<file path="config.mk">
export PLATFORM = sky130hd
export DESIGN_NAME = eeprom_prog_ctrl
export DESIGN_NICKNAME = d
export VERILOG_FILES = /design/src/rtl/eeprom_prog_pkg.sv /design/src/rtl/eeprom_prot_range.sv /design/src/rtl/eeprom_page_buf.sv /design/src/rtl/eeprom_cycle_timer.sv /design/src/rtl/eeprom_prog_ctrl.sv
export SDC_FILE = /design/constraint.sdc
export NUM_CORES = 1
export LEC_CHECK = 0
export ABC_AREA = 1
export BUFFER_PORTS_ARGS = -buffer_cell sky130_fd_sc_hd__buf_4
export CORE_MARGIN = 4
export CORE_UTILIZATION = 30
export CTS_BUF_LIST = sky130_fd_sc_hd__clkbuf_4
export CTS_CLUSTER_SIZE = 30
export DETAILED_ROUTE_END_ITERATION = 12
export PLACE_DENSITY = 0.54
export SLEW_MARGIN = 20
export SYNTH_ARGS = -nofsm -noshare
export SYNTH_HDL_FRONTEND = slang
export SYNTH_SLANG_ARGS = --single-unit
</file>
<file path="constraint.sdc">
create_clock -name clk -period 4.43 [get_ports clk]
set_input_delay 0.443 -clock clk [delete_from_list [all_inputs] [get_ports clk]]
set_output_delay 0.443 -clock clk [all_outputs]
set_load 0.03 [all_outputs]
</file>
<file path="src/rtl/eeprom_prog_pkg.sv">
package eeprom_prog_pkg;
  typedef enum logic [2:0] {
    ST_IDLE,
    ST_PAGE,
    ST_SREG,
    ST_COMMIT,
    ST_WAIT
  } prog_state_t;
endpackage

</file>
<file path="src/rtl/eeprom_prot_range.sv">
module eeprom_prot_range #(
  parameter int ADDR_W = 9
) (
  input  logic [1:0]        level,
  input  logic [ADDR_W-1:0] addr,
  output logic              hit
);
  // quarter = top two address bits both set; half = top bit set
  always_comb begin
    unique case (level)
      2'b00:   hit = 1'b0;
      2'b01:   hit = &addr[ADDR_W-1:ADDR_W-2];
      2'b10:   hit = addr[ADDR_W-1];
      default: hit = 1'b1;
    endcase
  end
endmodule

</file>
<file path="src/rtl/eeprom_page_buf.sv">
module eeprom_page_buf #(
  parameter int PAGE_BITS = 3,
  parameter int DW        = 8
) (
  input  logic                 clk,
  input  logic                 rst,
  input  logic                 clear,
  input  logic                 wr_en,
  input  logic [PAGE_BITS-1:0] wr_idx,
  input  logic [DW-1:0]        wr_data,
  input  logic [PAGE_BITS-1:0] rd_idx,
  output logic [DW-1:0]        rd_data,
  output logic                 rd_valid,
  output logic                 any_valid
);
  localparam int SLOTS = 1 << PAGE_BITS;

  logic [DW-1:0]    slot_data [SLOTS];
  logic [SLOTS-1:0] slot_vld;

  for (genvar g = 0; g < SLOTS; g++) begin : g_slot
    logic          v_q;
    logic [DW-1:0] d_q;
    logic          hit;
    assign hit = wr_en && (wr_idx == PAGE_BITS'(g));

    always_ff @(posedge clk) begin
      if (rst || clear) v_q <= 1'b0;
      else if (hit)     v_q <= 1'b1;
    end

    always_ff @(posedge clk) begin
      if (hit) d_q <= wr_data;
    end

    assign slot_vld[g]  = v_q;
    assign slot_data[g] = d_q;
  end

  assign rd_data   = slot_data[rd_idx];
  assign rd_valid  = slot_vld[rd_idx];
  assign any_valid = |slot_vld;
endmodule

</file>
<file path="src/rtl/eeprom_cycle_timer.sv">
module eeprom_cycle_timer #(
  parameter int CYCLES = 50
) (
  input  logic clk,
  input  logic rst,
  input  logic run,
  output logic done
);
  localparam int CW = $clog2(CYCLES + 1);

  logic [CW-1:0] cnt_q;

  always_ff @(posedge clk) begin
    if (rst || !run) cnt_q <= '0;
    else             cnt_q <= cnt_q + 1'b1;
  end

  assign done = run && (cnt_q == CW'(CYCLES - 1));
endmodule

</file>
<file path="src/rtl/eeprom_prog_ctrl.sv">
module eeprom_prog_ctrl
  import eeprom_prog_pkg::*;
#(
  parameter int ADDR_W       = 9,
  parameter int PAGE_BITS    = 3,
  parameter int WRITE_CYCLES = 50
) (
  input  logic              clk,
  input  logic              rst,
  input  logic              wr_permit,
  input  logic              op_set_wen,
  input  logic              op_clr_wen,
  input  logic              op_status_wr,
  input  logic              op_array_wr,
  input  logic [ADDR_W-1:0] op_addr,
  input  logic [7:0]        rx_byte,
  input  logic              rx_valid,
  input  logic              sel_release,
  input  logic              sel_aligned,
  output logic              busy,
  output logic [7:0]        status_byte,
  output logic              arr_we,
  output logic [ADDR_W-1:0] arr_addr,
  output logic [7:0]        arr_wdata
);
  localparam int HI_W = ADDR_W - PAGE_BITS;
  localparam logic [PAGE_BITS-1:0] LAST_SLOT = '1;

  prog_state_t          state_q;
  logic                 wen_q;
  logic [1:0]           bp_q;
  logic [1:0]           bp_new_q;
  logic                 sr_got_q;
  logic                 is_sr_q;
  logic [HI_W-1:0]      page_q;
  logic [PAGE_BITS-1:0] ptr_q;
  logic [PAGE_BITS-1:0] idx_q;
  logic                 we_q;
  logic [ADDR_W-1:0]    waddr_q;
  logic [7:0]           wdata_q;

  logic       start_page;
  logic       start_sreg;
  logic       buf_wr;
  logic [7:0] buf_rd;
  logic       buf_rd_vld;
  logic       buf_any;
  logic       page_prot;
  logic       tmr_done;

  assign start_page = (state_q == ST_IDLE) && op_array_wr && wr_permit && wen_q;
  assign start_sreg = (state_q == ST_IDLE) && !op_array_wr && op_status_wr
                      && wr_permit && wen_q;
  assign buf_wr     = (state_q == ST_PAGE) && rx_valid && wr_permit && !sel_release;

  eeprom_page_buf #(.PAGE_BITS(PAGE_BITS), .DW(8)) page_buf_i (
    .clk       (clk),
    .rst       (rst),
    .clear     (start_page),
    .wr_en     (buf_wr),
    .wr_idx    (ptr_q),
    .wr_data   (rx_byte),
    .rd_idx    (idx_q),
    .rd_data   (buf_rd),
    .rd_valid  (buf_rd_vld),
    .any_valid (buf_any)
  );

  eeprom_prot_range #(.ADDR_W(ADDR_W)) prot_i (
    .level (bp_q),
    .addr  ({page_q, {PAGE_BITS{1'b0}}}),
    .hit   (page_prot)
  );

  eeprom_cycle_timer #(.CYCLES(WRITE_CYCLES)) timer_i (
    .clk  (clk),
    .rst  (rst),
    .run  (state_q == ST_WAIT),
    .done (tmr_done)
  );

  always_ff @(posedge clk) begin
    if (rst) begin
      state_q  <= ST_IDLE;
      wen_q    <= 1'b0;
      bp_q     <= 2'b00;
      bp_new_q <= 2'b00;
      sr_got_q <= 1'b0;
      is_sr_q  <= 1'b0;
      page_q   <= '0;
      ptr_q    <= '0;
      idx_q    <= '0;
      we_q     <= 1'b0;
      waddr_q  <= '0;
      wdata_q  <= '0;
    end else begin
      we_q <= 1'b0;
      unique case (state_q)
        ST_IDLE: begin
          if (start_page) begin
            state_q <= ST_PAGE;
            page_q  <= op_addr[ADDR_W-1:PAGE_BITS];
            ptr_q   <= op_addr[PAGE_BITS-1:0];
          end else if (start_sreg) begin
            state_q  <= ST_SREG;
            sr_got_q <= 1'b0;
          end else if (op_set_wen && wr_permit) begin
            wen_q <= 1'b1;
          end
        end
        ST_PAGE: begin
          if (!wr_permit) begin
            state_q <= ST_IDLE;
          end else if (sel_release) begin
            if (sel_aligned && buf_any && !page_prot) begin
              state_q <= ST_COMMIT;
              idx_q   <= '0;
              is_sr_q <= 1'b0;
            end else begin
              state_q <= ST_IDLE;
            end
          end else if (rx_valid) begin
            ptr_q <= ptr_q + 1'b1;
          end
        end
        ST_SREG: begin
          if (!wr_permit) begin
            state_q <= ST_IDLE;
          end else if (sel_release) begin
            if (sel_aligned && sr_got_q) begin
              state_q <= ST_COMMIT;
              idx_q   <= '0;
              is_sr_q <= 1'b1;
            end else begin
              state_q <= ST_IDLE;
            end
          end else if (rx_valid) begin
            bp_new_q <= rx_byte[3:2];
            sr_got_q <= 1'b1;
          end
        end
        ST_COMMIT: begin
          we_q    <= buf_rd_vld && !is_sr_q;
          waddr_q <= {page_q, idx_q};
          wdata_q <= buf_rd;
          idx_q   <= idx_q + 1'b1;
          if (idx_q == LAST_SLOT) state_q <= ST_WAIT;
        end
        ST_WAIT: begin
          if (tmr_done) begin
            state_q <= ST_IDLE;
            wen_q   <= 1'b0;
            if (is_sr_q) bp_q <= bp_new_q;
          end
        end
        default: state_q <= ST_IDLE;
      endcase
      if (op_clr_wen && !busy) wen_q <= 1'b0;
    end
  end

  assign busy        = (state_q == ST_COMMIT) || (state_q == ST_WAIT);
  assign status_byte = busy ? 8'hFF : {4'b0000, bp_q, wen_q, 1'b0};
  assign arr_we      = we_q;
  assign arr_addr    = waddr_q;
  assign arr_wdata   = wdata_q;
endmodule

</file>
==> reports/results.tsv <==
metric	value	unit
Setup violations, final	0	
Setup CP Type	reg2out	
setup ws final	1.80	ns
Critical path origin	state_q[2]$_SDFFE_PP0P_	
Setup Skew	0.0176	ns
most common cell after layout, fill and taps aside	nor2_1	
Synth Area in Compound Gates	11.0	%
vias after detailed routing	3747	
CTS Root Cell	clkbuf_4	
clock buffer depth	2	
worst-path fanout max	19	
setup TNS	0	ns
Critical Path End Type	output pin	
DRC	0	
register area share after synthesis	60.1	%
vias in the first global route	3752	
worst r2r src	idx_q[0]$_SDFFE_PP0P_	
core area	0.0161	mm²
Remaining Overflow, GRT	0	
initial antenna violation count	1	
share of cells above drive strength 1	16.6	%
Simple-Gate Fraction of Synth Area	20.3	%
crit path to	status_byte[1]	
outcome	finished, final reports clean	
FF-to-FF path depth	8	
H-tree levels	4	
Synth area leader	edfxtp_1	
CTS tree	built	
Buffers on Ports	53	
async set or reset register ratio after synthesis	0	%
crit path DAT	2.18	ns
Core Rows	46	
Leak Pwr	2.39	nW
Placement Setup Slack	2.13	ns
Tcrit/Tclk final	59.3	%
Max-cap violations	0	
cts hold-fix bufs	0	
final wirelength	11900	µm
Hold WS	0.137	ns
EDFF count, synth	64	
Antenna Violating Nets Remaining	0	
cts bufs inserted	17	
Tmin final	2.63	ns
CP Depth	5	
Worst-path clk slew	0.11	ns
Initial Utilization	31.0	%
nets	634	
Worst Path Required	3.99	ns
CP max stage cell	dfxtp_1	
share of the synthesized area in the top cell type	38.5	%
drt first pass iters	4	
CTS sink cnt	118	
syn_area_per_cell	9.15	µm²
Die Span Y	137	µm
first-pass GRT wire length	19000	µm
pwr dens	357	mW/mm²
RSZ-0062 raised after global routing	false	
crit path launch type	register	
Max rail drop VDD	0.000113	V
min-delay worst type	in2reg	
worst-margin pin slew	0.993	ns
Final Non-Filler Cells	827	
adder-cell share of the synthesized area	2.51	%
worst-path cell chain	nor2_4 > nand2_2 > nand2_1 > or2_2 > buf_4	
Clk Latency, worst-skew pair	0.50	ns
top cells by area, synth	edfxtp_1 38%, dfxtp_1 22%, nor2_1 8.0%, nand2_1 6.7%, o21ai_0 6.1%	
largest net degree at the start of global routing	42	
total die area	0.0188	mm²
mux share of post-synthesis cell area	0	%
Reg-to-Reg End	arr_wdata[3]$_SDFFE_PP0P_	
xor/xnor cell area share of the yosys netlist	0	%
Syn Inst Count	546	
post-layout util	36.2	%
fmax	0.381	GHz
vias per cell	4.53	
CP peak stage delay	0.48	ns
most frequent cells in the layout	107 x nor2_1, 89 x nand2_1, 64 x edfxtp_1	
hpwl dp	8050	µm
largest family of logic cells by synthesized area	simple AND/OR/NAND/NOR gates	
delay-heaviest family, CP	simple AND/OR/NAND/NOR gates	
Post-CTS Resized	0	
GPL Wtd Cong	0.731	
Post-CTS Setup Repair Bufs	0	
CP bufs+invs	1	
Slew Limit Headroom	33.6	%
# IOs	54	
post-synthesis cell type count	32	
Avg WL per Cell	14.4	µm
placed cells	794	
die width	137	µm
Syn. warnings	0	
setup slack, reg-to-reg	1.97	ns
gr usage total	13.3	%
post-synthesis register bit count	118	
Initial DRC Count	251	
Post-Syn Area	0.00499	mm²
Max Slew Vio Count	0	
final hold viol count	0	
Mapped Nets	583	
Synth Flop Type	edfxtp_1	
Area Overhead vs Synth	16.8	%
## flip-flops by register name, summed over array words and instances, names as in the netlist, 2 cells and up
signal / cells
page_buf_i.g_slot.d_q: 64
arr_addr: 9
arr_wdata: 8
page_buf_i.g_slot.v_q: 8
page_q: 6
timer_i.cnt_q: 6
idx_q: 3
ptr_q: 3
state_q: 3
bp_new_q: 2
bp_q: 2
## per-layer routing
metal | vias up | GRT usage [%] | wire length (µm)
met4 | 0 | 4.32 | 125
met3 | 9 | 3.38 | 714
met2 | 77 | 22.1 | 5750
met5 | - | 0 | 0
li1 | 1934 | - | -
met1 | 1727 | 17.0 | 5350
## synthesized netlist by cell type (2+ instances only)
| library cell | instances |
|---|---|
| a21oi_1 | 15 |
| a31oi_1 | 3 |
| buf_2 | 4 |
| buf_4 | 6 |
| clkbuf_1 | 12 |
| dfxtp_1 | 54 |
| edfxtp_1 | 64 |
| ha_1 | 10 |
| inv_1 | 44 |
| inv_2 | 5 |
| nand2_1 | 89 |
| nand3_1 | 24 |
| nand4_1 | 4 |
| nor2_1 | 107 |
| nor2_2 | 4 |
| nor2_4 | 2 |
| nor3_1 | 5 |
| o21ai_0 | 61 |
| o21ai_1 | 3 |
| o21bai_1 | 2 |
| o22ai_1 | 17 |
## power by group
part | switching, mW | total [mW] | internal, mW
registers | 0.0120 | 1.18 | 1.16
logic | 0.106 | 0.167 | 0.0618
clock network | 0.403 | 0.737 | 0.334
## area by class of cell
| class | instances | area, µm² |
|---|---|---|
| Timing Repair Buffer | 55 | 413 |
| Fill cell | 1678 | 10300 |
| Clock buffer | 18 | 135 |
| Inverter | 49 | 184 |
| Antenna cell | 1 | 2.50 |
| Clock inverter | 14 | 134 |
| Sequential cell | 118 | 3000 |
| Multi-Input combinational cell | 356 | 1690 |
| Tap cell | 216 | 270 |
## how the worst min path moves through the flow
stage | startpoint | to | cells after the start | slack [ns]
3_5_place_dp | sr_got_q$_SDFFE_PP0P_ | sr_got_q$_SDFFE_PP0P_ | 2 | 0.45
4_1_cts | rst | arr_addr[2]$_SDFFE_PP0P_ | 2 | 0.08
6_report | rst | arr_addr[2]$_SDFFE_PP0P_ | 2 | 0.14
2_1_floorplan | timer_i.cnt_q[0]$_SDFF_PP0_ | timer_i.cnt_q[0]$_SDFF_PP0_ | 1 | 0.43
5_1_grt | rst | arr_addr[2]$_SDFFE_PP0P_ | 2 | 0.06
3_3_place_gp | timer_i.cnt_q[0]$_SDFF_PP0_ | timer_i.cnt_q[0]$_SDFF_PP0_ | 1 | 0.45
## stage by stage
stage	power, mW	cell area, µm²
detailed placement	1.37	5560
floorplan	1.31	4990
CTS	2.11	5830
global route	2.19	5830
finish	2.08	5830
global placement	1.37	5560
## cell families after synthesis
| family | after synthesis |
|---|---|
| AO/OA/AOI/OAI | 103 |
| adder cells (fa/ha/maj) | 10 |
| buffers and inverters | 72 |
| flip-flops | 118 |
| AND/OR/NAND/NOR | 243 |
(Power assumes the default switching activity.)
